### src/rtl/swIntGenPkg.sv
package swIntGenPkg;

  localparam int ID_W       = 10;
  localparam int LIST_LSB   = 16;
  localparam int FILTER_LSB = 24;
  localparam int DATA_W     = 32;
  localparam int BE_W       = DATA_W / 8;

  // Encoding follows the 2-bit filter field of the command word.
  typedef enum logic [1:0] {
    MODE_LIST     = 2'd0,
    MODE_SELF     = 2'd1,
    MODE_OTHERS   = 2'd2,
    MODE_ALL_RSVD = 2'd3
  } sgiMode_t;

  typedef struct packed {
    logic     accept;
    sgiMode_t mode;
  } sgiStrobes_t;

endpackage

### src/rtl/swIntGenCtrl.sv
module swIntGenCtrl
  import swIntGenPkg::*;
#(
  parameter int               ADDR_W = 12,
  parameter logic [ADDR_W-1:0] REG_OFFSET = 12'hF00
) (
  input  logic              wrEn,
  input  logic [ADDR_W-1:0] wrAddr,
  input  logic [BE_W-1:0]   wrBe,
  input  logic [1:0]        filterBits,
  output sgiStrobes_t       strobes
);

  logic addrHit;
  logic fullWord;

  assign addrHit  = (wrAddr == REG_OFFSET);
  assign fullWord = &wrBe;

  always_comb begin
    strobes.accept = wrEn && addrHit && fullWord;
    strobes.mode   = sgiMode_t'(filterBits);
  end

endmodule

### src/rtl/swIntGenDatapath.sv
module swIntGenDatapath
  import swIntGenPkg::*;
#(
  parameter int NUM_CPU = 4,
  localparam int CPU_W  = (NUM_CPU > 1) ? $clog2(NUM_CPU) : 1
) (
  input  logic               clk,
  input  logic               rstN,
  input  sgiStrobes_t        strobes,
  input  logic [ID_W-1:0]    idIn,
  input  logic [NUM_CPU-1:0] listIn,
  input  logic [CPU_W-1:0]   reqCpu,
  output logic               pendStrobe,
  output logic [ID_W-1:0]    pendId,
  output logic [NUM_CPU-1:0] pendMask,
  output logic               filterErr
);

  logic [NUM_CPU-1:0] selfMask;
  logic [NUM_CPU-1:0] allMask;
  logic [NUM_CPU-1:0] nextMask;

  assign allMask = {NUM_CPU{1'b1}};

  for (genvar c = 0; c < NUM_CPU; c++) begin : g_self
    assign selfMask[c] = (reqCpu == CPU_W'(c));
  end

  always_comb begin
    unique case (strobes.mode)
      MODE_LIST:     nextMask = listIn;
      MODE_SELF:     nextMask = selfMask;
      MODE_OTHERS:   nextMask = allMask & ~selfMask;
      default:       nextMask = allMask;
    endcase
  end

  always_ff @(posedge clk) begin
    if (!rstN) begin
      pendStrobe <= 1'b0;
      filterErr  <= 1'b0;
      pendId     <= '0;
      pendMask   <= '0;
    end else begin
      pendStrobe <= strobes.accept && (|nextMask);
      filterErr  <= strobes.accept && (strobes.mode == MODE_ALL_RSVD);
      if (strobes.accept) begin
        pendId   <= idIn;
        pendMask <= nextMask;
      end
    end
  end

  AST_STROBE_NONEMPTY: assert property (@(posedge clk) disable iff (!rstN)
    pendStrobe |-> (pendMask != '0));

  AST_ERR_WITH_STROBE: assert property (@(posedge clk) disable iff (!rstN)
    filterErr |-> (pendStrobe && (pendMask == allMask)));

  AST_ID_CAPTURED: assert property (@(posedge clk) disable iff (!rstN)
    strobes.accept |=> (pendId == $past(idIn)));

  AST_SELF_SINGLE: assert property (@(posedge clk) disable iff (!rstN)
    (strobes.accept && strobes.mode == MODE_SELF) |=>
      ($countones(pendMask) <= 1));

  AST_STROBE_PULSE: assert property (@(posedge clk) disable iff (!rstN)
    (pendStrobe && !strobes.accept) |=> !pendStrobe);

endmodule

### src/rtl/swIntGen.sv
module swIntGen
  import swIntGenPkg::*;
#(
  parameter int                ADDR_W     = 12,
  parameter logic [ADDR_W-1:0] REG_OFFSET = 12'hF00,
  parameter int                NUM_CPU    = 4,
  localparam int               CPU_W      = (NUM_CPU > 1) ? $clog2(NUM_CPU) : 1
) (
  input  logic               clk,
  input  logic               rstN,
  input  logic               wrEn,
  input  logic [ADDR_W-1:0]  wrAddr,
  input  logic [3:0]         wrBe,
  input  logic [31:0]        wrData,
  input  logic [CPU_W-1:0]   reqCpu,
  output logic               pendStrobe,
  output logic [9:0]         pendId,
  output logic [NUM_CPU-1:0] pendMask,
  output logic               filterErr
);

  sgiStrobes_t strobes;
  logic        unusedDataBits;

  assign unusedDataBits = ^wrData;

  swIntGenCtrl #(
    .ADDR_W    (ADDR_W),
    .REG_OFFSET(REG_OFFSET)
  ) ctrl_i (
    .wrEn      (wrEn),
    .wrAddr    (wrAddr),
    .wrBe      (wrBe),
    .filterBits(wrData[FILTER_LSB +: 2]),
    .strobes   (strobes)
  );

  swIntGenDatapath #(
    .NUM_CPU(NUM_CPU)
  ) dp_i (
    .clk       (clk),
    .rstN      (rstN),
    .strobes   (strobes),
    .idIn      (wrData[ID_W-1:0]),
    .listIn    (wrData[LIST_LSB +: NUM_CPU]),
    .reqCpu    (reqCpu),
    .pendStrobe(pendStrobe),
    .pendId    (pendId),
    .pendMask  (pendMask),
    .filterErr (filterErr)
  );

endmodule

### config.mk
export PLATFORM = sky130hd
export DESIGN_NAME = swIntGen
export DESIGN_NICKNAME = d
export VERILOG_FILES = /design/src/rtl/swIntGenPkg.sv /design/src/rtl/swIntGenCtrl.sv /design/src/rtl/swIntGenDatapath.sv /design/src/rtl/swIntGen.sv
export SDC_FILE = /design/constraint.sdc
export NUM_CORES = 1
export LEC_CHECK = 0
export ABC_AREA = 1
export BUFFER_PORTS_ARGS = -buffer_cell sky130_fd_sc_hd__buf_2
export CAP_MARGIN = 20
export CORE_ASPECT_RATIO = 1.2
export CORE_MARGIN = 4
export CORE_UTILIZATION = 35
export CTS_CLUSTER_DIAMETER = 30
export DETAILED_ROUTE_END_ITERATION = 8
export GPL_ROUTABILITY_DRIVEN = 0
export GPL_TIMING_DRIVEN = 0
export HOLD_SLACK_MARGIN = 0.1
export PLACE_DENSITY = 0.78
export SLEW_MARGIN = 0
export SYNTH_ARGS = -nofsm -noshare
export SYNTH_HDL_FRONTEND = slang
export SYNTH_HIERARCHICAL = 1
export SYNTH_SLANG_ARGS = --single-unit
export TNS_END_PERCENT = 20
### constraint.sdc
create_clock -name clk -period 1.2 [get_ports clk]
set_clock_uncertainty 0.05 [all_clocks]
set_input_delay 0 -clock clk [delete_from_list [all_inputs] [get_ports clk]]
set_output_delay 0 -clock clk [all_outputs]
set_load 0.005 [all_outputs]
==> results of run 1 <==
[cell families after synthesis]
group                  synth area share [%]
buffers and inverters                  7.09
DFF                                    44.3
and+or+nand+nor                        36.0
AOI/OAI and AO/OA                      12.6
[synthesized netlist by cell type]
| cell type | count | area share (%) |
|---|---|---|
| nor2_1 | 36 | 19 |
| nand2_1 | 17 | 8.8 |
| dfxtp_1 | 16 | 44 |
| o21ai_0 | 12 | 8.3 |
| nand3_1 | 9 | 6.2 |
| buf_4 | 3 | 3.1 |
| inv_1 | 3 | 1.6 |
| o21ai_1 | 3 | 2.1 |
| buf_2 | 2 | 1.4 |
| inv_2 | 2 | 1.0 |
| a21oi_2 | 1 | 1.2 |
| nand3_2 | 1 | 1.4 |
| nor2_2 | 1 | 0.87 |
| o21bai_1 | 1 | 1.0 |
[through the flow]
step                      util, %  std cells  hold WS, ns
final                        63.0        196        0.138
after global routing         63.0        196        0.180
after CTS                    62.9        196        0.130
after detailed placement     52.7        176        0.181
after global placement       52.7        176        0.174
after floorplan                 -        107       0.0849
[state kept, by name (all words and copies together) (netlist names)]
name and flops:
dp_i/filterErr 1, dp_i/pendMask 4, dp_i/pendStrobe 1, dp_i/pendId 10
[worst paths after layout]
path | cells past startpoint | end | from | slack, ns
max | 7 | dp_i/pendStrobe | wrData[25] | 0.14
min | 6 | dp_i/pendMask[1] | reqCpu[0] | 0.14
max reg2reg | 3 | dp_i/pendMask[3] | dp_i/pendMask[3] | 0.42
min reg2reg | 2 | dp_i/pendId[7] | dp_i/pendId[7] | 0.44
[per-layer routing]
layer | vias up | track usage (%) | part of all wire (%)
met3 | 0 | 3.60 | 5.4
met2 | 29 | 30.1 | 53
met4 | 0 | 2.37 | 0
met1 | 374 | 15.2 | 41
li1 | 481 | - | -
met5 | - | 0 | 0
[where the power goes]
| group | total [W] | leakage [nW] | switching, W | internal, W |
|---|---|---|---|---|
| clock | 0.000259 | 0.0138 | 0.000143 | 0.000116 |
| combinational | 0.000162 | 0.503 | 0.0000638 | 0.0000978 |
| sequential | 0.000530 | 0.129 | 0.00000000335 | 0.000530 |
| total | 0.000951 | 0.646 | 0.000207 | 0.000744 |
[cell type report]
class / count / area (µm²)
inverters: 5 / 18.8
flip-flops and latches: 16 / 320
well taps: 19 / 23.8
multi-input cells: 81 / 354
fillers: 166 / 701
repair buffers: 67 / 420
clock buffers: 3 / 22.5
plain buffers: 5 / 32.5
[critical path, stage by stage]
cell           delay, ns
dlygate4sd3_1       0.53
buf_4               0.16
nor2_2              0.17
nand2_1             0.07
nand3_1             0.10
nor2_1              0.07
a21oi_2             0.12
[timing repair]
item / 4_1_cts / 5_1_grt
endpoints found under the setup margin: 0 / 2
hold buffers: 17 / 0
hold endpoints to repair: 16 / 0
resized for setup: 0 / 1
==> implementation parameters, run 1 <==
Parameter                              Value

Run status
  Status    finished clean

STA
  Slew at the pin closest to its max-slew limit    roughly 0.22 ns
  Rel. slew slack    approximately 85%
  Number of failing setup endpoints in the final timing report    0
  Max Freq    between 900 and 1000 MHz
  Final critical-path setup slack    approximately 0.14 ns
  Final hold vios    0
  Setup TNS after final layout    0 ns
  Part of the cycle the worst path needs    88.1%
  Setup repair after global routing missed its margin    false
  Fin. max-slew vios    0
  Final min period    about 1.1 ns

Finish
  Commonest non-fill, non-tap cells in the layout    52 x buf_2, 35 x nor2_1, 17 x nand2_1, 17 x dlygate4sd3_1, 16 x dfxtp_1
  Final Cell Area    0.00119 mm²
  Relative area change from synthesis to final layout    64.9%
  Net total in the final layout    232
  Proportion of layout cells with a drive suffix above 1    36.2%
  Number of antenna cells inserted    0
  Most common cell after layout, fill and taps aside    buf_2

Clocking
  Post-CTS clock slew at the launch and capture registers of the worst setup and hold paths    about 0.080 ns
  Post-CTS setup-driven buffer insertion count    0
  TritonCTS clock tree    yes
  H-Tree Depth    1
  Maximum clock path buffer count    2
  Clock root buffer    clkbuf_4
  Number of buffers inserted during clock tree synthesis    3
  Clock latency at the later pin of the worst-skew pair    between 0.2 and 0.3 ns
  TritonCTS sink count    16

Detailed routing
  First-pass iteration count of the detailed router    3
  Vias per cell    4.51
  Total number of vias    between 800 and 900
  Residual antenna-violating net count after detailed routing    0
  DRT Wirelength    2100 µm
  WL/cell    10.7 µm
  DR DRC count    0
  Number of DRC violations after detailed-routing iteration 0    2

Global routing
  Number of antenna violations at the first check in global routing    0
  Number of global-route vias before repair    between 800 and 900
  GR Overflow Total    0
  Pin count of the biggest net entering global routing    11
  Gr usage total    about 15%
  Global-route wire length before repair    about 3500 µm

Flow run
  # Max-Cap Violations    0

Power and ir drop
  Overall power consumption    between 0.0009 and 0.001 W
  Power Density    between 700 and 800 mW/mm²
  P_leak    0.646 nW
  Maximum resistive drop on vdd    0.528 mV

Yosys
  Post-synthesis instance area    between 700 and 800 µm²
  Count of distinct cell types in the synthesized netlist    14
  Mapped Nets    160
  Synthesized instance count    107
  Yosys warns    6
  Mean cell area of the mapped netlist    6.76 µm²
  Sequential cell area fraction in the yosys report    around 44%
  Yosys reg bits    16

Place
  Detail Placement HPWL    about 1600 µm
  Instance area after placement    approximately 1000 µm²
  Worst slack, placed    -0.0928 ns
  # port buffers    50

Floorplan
  Placeable core area    roughly 0.0019 mm²
  Chip Height    about 58 µm
  Overall die width    about 50 µm
  Starting Density    a little under two fifths
  Number of top-level pins    69
  Die Footprint    ~0.0029 mm²
  Core Rows    17

Setup path
  Arrival @ worst endpoint    1.21 ns
  Required arrival time at the worst endpoint    1.36 ns
  Setup CP Type    input pin to register
  Worst setup EP type    register
  Peak fanout along the critical path    6
  Startpoint class of the critical path    input pin

Hold path
  Worst min-delay path class    input pin to register
(Power assumes the default switching activity.)
==> inputs of run 2 (changes only) <==
--- a/config.mk
+++ b/config.mk
@@ -10,13 +10,14 @@
 export CAP_MARGIN = 20
 export CORE_ASPECT_RATIO = 1.2
 export CORE_MARGIN = 4
-export CORE_UTILIZATION = 35
+export CORE_UTILIZATION = 38
 export CTS_CLUSTER_DIAMETER = 30
 export DETAILED_ROUTE_END_ITERATION = 8
 export GPL_ROUTABILITY_DRIVEN = 0
 export GPL_TIMING_DRIVEN = 0
 export HOLD_SLACK_MARGIN = 0.1
-export PLACE_DENSITY = 0.78
+export PLACE_DENSITY = 0.83
+export SETUP_SLACK_MARGIN = 0.5
 export SLEW_MARGIN = 0
 export SYNTH_ARGS = -nofsm -noshare
 export SYNTH_HDL_FRONTEND = slang
==> constraint.sdc (replaced) <==
create_clock -name clk -period 1.3 [get_ports clk]
set_clock_uncertainty 0.05 [all_clocks]
set_input_delay 0 -clock clk [delete_from_list [all_inputs] [get_ports clk]]
set_output_delay 0 -clock clk [all_outputs]
set_load 0.005 [all_outputs]
==> implementation parameters, run 2 (synthesis results as in run 1) <==
Parameter                              Value

Run status
  Violations in the final reports    hold timing
  Status    finished, violations left (was finished clean)

Detailed routing
  Total number of vias    983 (was 884)
  DRT Wirelength    2620 µm (was 2100 µm)
  First-pass iteration count of the detailed router    4 (was 3)
  Number of DRC violations after detailed-routing iteration 0    18 (was 2)
  Residual antenna-violating net count after detailed routing    0 (unchanged)
  Vias per cell    5.04 (was 4.51)
  WL/cell    13.4 µm (was 10.7 µm)
  DR DRC count    0 (unchanged)

Setup path
  Worst setup path endpoint    dp_i/pendId[4] (was dp_i/pendStrobe)
  Arrival @ worst endpoint    1.00 ns (was 1.21 ns)
  Max stage delay cell, worst path    nor2_4 (was dlygate4sd3_1)
  Worst setup EP type    register (unchanged)
  Setup CP Type    input pin to register (unchanged)
  FF-to-FF Start    dp_i/pendId[1] (was dp_i/pendMask[3])
  Required arrival time at the worst endpoint    1.42 ns (was 1.36 ns)
  Critical Path Start    wrAddr[3] (was wrData[25])
  Endpoint of the most critical register-to-register path    dp_i/pendId[1] (was dp_i/pendMask[3])
  Startpoint class of the critical path    input pin (unchanged)
  Worst reg2reg setup slack    0.48 ns (was 0.42 ns)
  Cell chain of the critical path    buf_8 -> clkinv_8 -> nand2_4 -> nor2_4 -> nand3_2 -> nor2_4 -> inv_4 -> buf_6 -> nor2_2 -> nor2_1 (was dlygate4sd3_1 -> buf_4 -> nor2_2 -> nand2_1 -> nand3_1 -> nor2_1 -> a21oi_2)
  Worst r2r path cells    2 (was 3)
  Top cell by count, worst path    nor2_4
  Peak fanout along the critical path    7 (was 6)
  Maximum single-stage delay on the critical path    0.24 ns (was 0.53 ns)

Floorplan
  Chip Height    55.8 µm (was 57.8 µm)
  Overall die width    47.8 µm (was 49.5 µm)
  Die Footprint    0.00267 mm² (was 0.00286 mm²)
  Number of top-level pins    69 (unchanged)
  Placeable core area    0.00183 mm² (was 0.00189 mm²)
  Core Rows    17 (unchanged)
  Starting Density    39.5% (was 38.2%)

STA
  Rel. slew slack    80.8% (was 85.1%)
  Setup repair after global routing missed its margin    true (was false)
  Fin. max-slew vios    0 (unchanged)
  Number of failing setup endpoints in the final timing report    0 (unchanged)
  Hold Slack    -0.0411 ns (was 0.138 ns)
  Part of the cycle the worst path needs    about two thirds
  Max Freq    around 1100 MHz
  Final hold vios    5 (was 0)
  Final min period    0.874 ns
  Setup TNS after final layout    0 ns (unchanged)
  Slew at the pin closest to its max-slew limit    0.285 ns (was 0.223 ns)

Finish
  Relative area change from synthesis to final layout    87.0% (was 64.9%)
  Max reg flops    10 (unchanged)
  Area used by sequential logic in the layout    322 µm² (was 320 µm²)
  Most common cell after layout, fill and taps aside    buf_2 (unchanged)
  Post-layout utilization of the core    73.9% (was 63.0%)
  Most flop-heavy register    dp_i/pendId (unchanged)
  Commonest non-fill, non-tap cells in the layout    47 x buf_2, 22 x nor2_1, 15 x dfxtp_1 (was 52 x buf_2, 35 x nor2_1, 17 x nand2_1, 17 x dlygate4sd3_1, 16 x dfxtp_1)
  Filler instances    134 (was 166)
  Proportion of layout cells with a drive suffix above 1    52.3% (was 36.2%)
  Net total in the final layout    230 (was 232)
  Largest registers    dp_i/pendId: 10 flops, dp_i/pendMask: 4 flops (unchanged)
  Number of antenna cells inserted    0 (unchanged)
  Multi-input gate area in the final layout    468 µm² (was 354 µm²)

Global routing
  Pin count of the biggest net entering global routing    11 (unchanged)
  Number of antenna violations at the first check in global routing    0 (unchanged)
  Gr usage total    17.6% (was 14.8%)
  Global-route wire length before repair    3440 µm (was 3450 µm)
  GR Overflow Total    0 (unchanged)
  Number of global-route vias before repair    899 (was 897)

Hold path
  Worst min-delay path class    input pin to register (unchanged)

Power and ir drop
  P_leak    0.675 nW (was 0.646 nW)
  Power Density    720 mW/mm² (was 797 mW/mm²)
  Maximum resistive drop on vdd    0.344 mV (was 0.528 mV)

Place
  Detail Placement HPWL    1580 µm (was 1590 µm)
  # port buffers    50 (unchanged)

Clocking
  Clock latency at the later pin of the worst-skew pair    0.27 ns (about the same)
  Post-CTS clock slew at the launch and capture registers of the worst setup and hold paths    0.09 ns (was 0.08 ns)
  Number of buffers inserted during clock tree synthesis    3 (unchanged)
  Clock root buffer    clkbuf_4 (unchanged)
  TritonCTS clock tree    yes (unchanged)
  H-Tree Depth    1 (unchanged)
  TritonCTS sink count    16 (unchanged)
  Maximum clock path buffer count    2 (unchanged)
  CTS hold repair buffers    11 (was 17)

Flow run
  # Max-Cap Violations    0 (unchanged)
run 2: stage by stage:
step | power [W] | worst slack, ns | hold slack [ns] | instances | instance area, µm²
finish | 0.000974 | 0.426 | -0.0411 | 195 | 1350
CTS | 0.000963 | 0.478 | -0.0515 | 194 | 1230
floorplan | 0.000552 | 0.418 | 0.0658 | 107 | 759
global route | 0.00102 | 0.360 | -0.0352 | 195 | 1350
detailed placement | 0.000620 | 0.123 | 0.174 | 176 | 1030
global placement | 0.000615 | 0.138 | 0.155 | 176 | 1030
run 2: cell type report:
cell class / instances / share of cell area (%)
Clock buffer: 4 / 2.68
Multi-Input combinational cell: 81 / 34.6
Inverter: 5 / 2.50
Sequential cell: 16 / 23.8
Timing Repair Buffer: 65 / 31.3
Buffer: 5 / 3.42
Tap cell: 19 / 1.76
run 2: worst min-delay path by stage:
stage | startpoint | endpoint | slack, ns | depth (start not counted)
finish | rstN | dp_i/pendMask[0] | -0.04 | 3
global route | rstN | dp_i/pendMask[0] | -0.04 | 3
CTS | rstN | dp_i/pendMask[1] | -0.05 | 3
detailed placement | wrData[1] | dp_i/pendId[1] | 0.17 | 3
global placement | wrData[1] | dp_i/pendId[1] | 0.16 | 3
floorplan | wrData[1] | dp_i/pendId[1] | 0.07 | 2
run 2: power by group:
group	total (W)	switching [W]	leakage [nW]	internal [W]
clock	0.000310	0.000139	0.0210	0.000170
combinational	0.000175	0.0000800	0.524	0.0000949
sequential	0.000490	0.00000000340	0.129	0.000490
total	0.000974	0.000219	0.675	0.000755
run 2: critical path: cells and delay by family:
kind	cells	cell delay, ns
buffers and inverters	4	0.37
AND/OR/NAND/NOR	6	0.63
run 2: layer usage:
metal,global-route usage [%],up-vias,wire (µm)
met2,33.1,58,1470
met5,0,-,0
li1,-,479,-
met1,16.8,444,923
met4,8.08,0,14
met3,2.59,2,216
run 2: repair_timing:
action,CTS,global route
endpoints found under the hold margin,16,6
gates cloned,1,1
pin swaps,4,14
endpoints found under the setup margin,13,30
gates resized for setup,12,29
setup buffers,2,0
==> inputs of run 3 (changes only) <==
--- a/config.mk
+++ b/config.mk
@@ -5,18 +5,18 @@
 export SDC_FILE = /design/constraint.sdc
 export NUM_CORES = 1
 export LEC_CHECK = 0
-export ABC_AREA = 1
+export ABC_AREA = 0
 export BUFFER_PORTS_ARGS = -buffer_cell sky130_fd_sc_hd__buf_2
 export CAP_MARGIN = 20
 export CORE_ASPECT_RATIO = 1.2
 export CORE_MARGIN = 4
-export CORE_UTILIZATION = 38
+export CORE_UTILIZATION = 35
 export CTS_CLUSTER_DIAMETER = 30
 export DETAILED_ROUTE_END_ITERATION = 8
 export GPL_ROUTABILITY_DRIVEN = 0
 export GPL_TIMING_DRIVEN = 0
 export HOLD_SLACK_MARGIN = 0.1
-export PLACE_DENSITY = 0.83
+export PLACE_DENSITY = 0.77
 export SETUP_SLACK_MARGIN = 0.5
 export SLEW_MARGIN = 0
 export SYNTH_ARGS = -nofsm -noshare
==> constraint.sdc (replaced) <==
create_clock -name clk -period 0.82 [get_ports clk]
set_clock_uncertainty 0.05 [all_clocks]
set_input_delay 0 -clock clk [delete_from_list [all_inputs] [get_ports clk]]
set_output_delay 0 -clock clk [all_outputs]
set_load 0.005 [all_outputs]
==> implementation parameters, run 3 <==
Parameter                              Value

Clocking
  H-Tree Depth    1 (unchanged)
  Maximum clock path buffer count    2 (unchanged)
  TritonCTS sink count    16 (unchanged)
  Clock root buffer    clkbuf_4 (unchanged)
  Clock latency at the later pin of the worst-skew pair    0.28 ns (was 0.27 ns)
  TritonCTS clock tree    yes (unchanged)
  Post-CTS clock slew at the launch and capture registers of the worst setup and hold paths    0.09 ns (about the same)
  Number of buffers inserted during clock tree synthesis    3 (unchanged)

Setup path
  Worst setup EP type    register (unchanged)
  Peak fanout along the critical path    4 (was 7)
  Max stage delay cell, worst path    nor4_4 (was nor2_4)
  Critical Path Start    wrAddr[1] (was wrAddr[3])
  Cell chain of the critical path    buf_6 -> nor4_4 -> nand3b_1 -> nor4_2 -> buf_6 -> buf_8 -> buf_12 -> o21ai_2 -> a31oi_1 (was buf_8 -> clkinv_8 -> nand2_4 -> nor2_4 -> nand3_2 -> nor2_4 -> inv_4 -> buf_6 -> nor2_2 -> nor2_1)
  Top cell by count, worst path    buf_6 (was nor2_4)
  Required arrival time at the worst endpoint    0.98 ns (was 1.42 ns)
  Worst r2r path cells    2 (unchanged)
  Startpoint class of the critical path    input pin (unchanged)
  FF-to-FF Start    dp_i/pendMask[3] (was dp_i/pendId[1])
  Worst reg2reg setup slack    0.11 ns (was 0.48 ns)
  Arrival @ worst endpoint    1.25 ns (was 1.00 ns)
  Endpoint of the most critical register-to-register path    dp_i/pendMask[3] (was dp_i/pendId[1])
  Setup CP Type    input pin to register (unchanged)
  Maximum single-stage delay on the critical path    0.25 ns (was 0.24 ns)

STA
  Setup repair after global routing missed its margin    true (unchanged)
  Max Freq    between 900 and 1000 MHz
  Number of failing setup endpoints in the final timing report    16 (was 0)
  Final hold vios    16 (was 5)
  Hold Slack    -0.0816 ns (was -0.0411 ns)
  Final min period    around 1.1 ns
  Rel. slew slack    72.5% (was 80.8%)
  Fin. max-slew vios    0 (unchanged)
  Final critical-path setup slack    -0.271 ns (was 0.426 ns)
  Part of the cycle the worst path needs    133%
  Slew at the pin closest to its max-slew limit    0.413 ns (was 0.285 ns)

Yosys
  Async set or reset register ratio after synthesis    0% (unchanged)
  Mapped Nets    126 (was 160)
  Post-synthesis cell type with the largest combined area    dfxtp_1 (unchanged)
  Largest cells by area after synthesis    dfxtp_1 44%, mux2i_1 19%, nor2b_1 9.5%, nand2_1 3.6%, a31oi_1 3.4% (was dfxtp_1 44%, nor2_1 19%, nand2_1 8.8%, o21ai_0 8.3%, nand3_1 6.2%)
  Sequential cell area fraction in the yosys report    44.1% (was 44.3%)
  Share of the synthesized area in the top cell type    44.1% (was 44.3%)
  Number of enable flip-flop cells after synthesis    0 (unchanged)
  Post-synthesis instance area    727 µm² (was 723 µm²)
  Synthesized instance count    73 (was 107)
  Yosys warns    6 (unchanged)
  Cell with the most instances after synthesis    dfxtp_1 (was nor2_1)
  Mean cell area of the mapped netlist    9.96 µm² (was 6.76 µm²)
  Most frequent cells after synthesis    16 x dfxtp_1, 14 x mux2i_1, 11 x nor2b_1 (was 36 x nor2_1, 17 x nand2_1, 16 x dfxtp_1)
  Count of distinct cell types in the synthesized netlist    18 (was 14)
  Yosys reg bits    16 (unchanged)
  Primary flip-flop cell chosen by synthesis mapping    dfxtp_1 (unchanged)

Finish
  Relative area change from synthesis to final layout    72.6% (was 87.0%)
  Most flop-heavy register    dp_i/pendId (unchanged)
  Proportion of layout cells with a drive suffix above 1    62.1% (was 52.3%)
  Commonest non-fill, non-tap cells in the layout    45 x buf_2, 14 x mux2i_1, 11 x nor2b_1, 11 x dfxtp_2 (was 47 x buf_2, 22 x nor2_1, 15 x dfxtp_1)
  Number of antenna cells inserted    0 (unchanged)
  Post-layout utilization of the core    65.6% (was 73.9%)
  Max reg flops    10 (unchanged)
  Final Cell Area    0.00125 mm² (was 0.00135 mm²)
  Net total in the final layout    186 (was 230)
  Largest registers    dp_i/pendId: 10 flops, dp_i/pendMask: 4 flops (unchanged)
  Most common cell after layout, fill and taps aside    buf_2 (unchanged)

Power and ir drop
  Portion of total power attributed to the clock network    34.9% (was 31.8%)
  P_leak    0.551 nW (was 0.675 nW)
  Power Density    1160 mW/mm² (was 720 mW/mm²)
  Combinational fraction of design power    12.0% (was 18.0%)
  Int Pwr    0.00115 W (was 0.000755 W)
  Net switching power    0.000313 W (was 0.000219 W)
  Switching power share of the total    21.4% (was 22.5%)
  Seq pwr share    53.1% (was 50.3%)
  Maximum resistive drop on vdd    1.02 mV (was 0.344 mV)

Detailed routing
  WL/cell    12.5 µm (was 13.4 µm)
  Number of DRC violations after detailed-routing iteration 0    6 (was 18)
  DRT Wirelength    1890 µm (was 2620 µm)
  DR DRC count    0 (unchanged)
  Residual antenna-violating net count after detailed routing    0 (unchanged)
  First-pass iteration count of the detailed router    2 (was 4)
  Vias per cell    4.72 (was 5.04)
  Total number of vias    713 (was 983)

Floorplan
  Chip Height    57.9 µm (was 55.8 µm)
  Placeable core area    0.00191 mm² (was 0.00183 mm²)
  Die Footprint    0.00287 mm² (was 0.00267 mm²)
  Starting Density    38.0% (was 39.5%)
  Number of top-level pins    69 (unchanged)
  Core Rows    17 (unchanged)
  Overall die width    49.6 µm (was 47.8 µm)

Global routing
  GR Overflow Total    0 (unchanged)
  Gr usage total    14.0% (was 17.6%)
  Number of antenna violations at the first check in global routing    0 (unchanged)
  Pin count of the biggest net entering global routing    11 (unchanged)
  Number of global-route vias before repair    691 (was 899)
  Global-route wire length before repair    3110 µm (was 3440 µm)

Hold path
  Endpoint of the worst hold-timing path    dp_i/filterErr (was dp_i/pendMask[0])
  Worst min-delay path class    input pin to register (unchanged)
  HP Start    wrData[25] (was rstN)
  Min-Delay Path Depth    3 (unchanged)

Place
  Detail Placement HPWL    1460 µm (was 1580 µm)
  Instance area after placement    0.00102 mm² (was 0.00103 mm²)
  # port buffers    50 (unchanged)

Run status
  Status    finished, violations left (unchanged)
  Violations in the final reports    hold timing, setup timing (was hold timing)

Flow run
  # Max-Cap Violations    0 (unchanged)
[run 3: logic make-up after synthesis]
family | Yosys count | share of synthesized area, %
flops | 16 | 44.1
buf+inv | 5 | 6.19
mux | 14 | 19.3
simple gates | 29 | 23.6
compound gates | 9 | 6.88
[run 3: worst max-delay path by stage]
stage	to	cells past startpoint	slack, ns
floorplan	dp_i/pendId[7]	7	-0.38
global placement	dp_i/pendId[7]	8	-0.59
detailed placement	dp_i/pendId[7]	8	-0.68
CTS	dp_i/pendId[7]	8	-0.27
global route	dp_i/pendId[4]	8	-0.33
finish	dp_i/pendMask[2]	9	-0.27
[run 3: worst max-delay path, delay by kind of cell]
family / cells / cell delay [ns]
buffers and inverters: 4 / 0.49
AOI/OAI and AO/OA: 2 / 0.18
and+or+nand+nor: 3 / 0.57
[run 3: metrics by stage]
stage | setup WS (ns) | TNS [ns] | cells | hold WS [ns] | power, W
2_1_floorplan | -0.382 | -4.65 | 73 | 0.0782 | 0.000856
3_3_place_gp | -0.588 | -7.98 | 142 | 0.207 | 0.000951
3_5_place_dp | -0.676 | -8.74 | 142 | 0.215 | 0.000956
4_1_cts | -0.266 | -3.82 | 150 | -0.0923 | 0.00148
5_1_grt | -0.326 | -4.98 | 151 | -0.0997 | 0.00155
6_report | -0.271 | -3.91 | 151 | -0.0816 | 0.00146
[run 3: layer usage]
layer	share of wire (%)	track usage, %
met1	40	15.9
met2	48	21.9
met3	12	7.20
met4	0	5.93
met5	0	0
[run 3: what timing repair did]
action                                 4_1_cts  5_1_grt
cloned                                       1        1
gates resized for setup                     16       13
endpoints found under the hold margin       16       16
setup endpoints to repair                   32       32
buffers inserted                             3        0
pin swaps                                    4        0
[run 3: power by group through the flow]
| stage | Combinational (W) | Sequential, W | Clock [W] |
|---|---|---|---|
| floorplan | 0.0000617 | 0.000794 | 0 |
| global route | 0.000194 | 0.000776 | 0.000585 |
| finish | 0.000175 | 0.000776 | 0.000510 |
| global placement | 0.000156 | 0.000794 | 0 |
| detailed placement | 0.000162 | 0.000794 | 0 |
| CTS | 0.000176 | 0.000776 | 0.000531 |
[run 3: layout make-up]
class / instances / area, µm²
fill: 165 / 659
multi-input combinational: 52 / 422
timing repair buffer: 55 / 394
sequential: 16 / 334
buffer: 5 / 45.0
clock buffer: 4 / 36.3
tap: 19 / 23.8
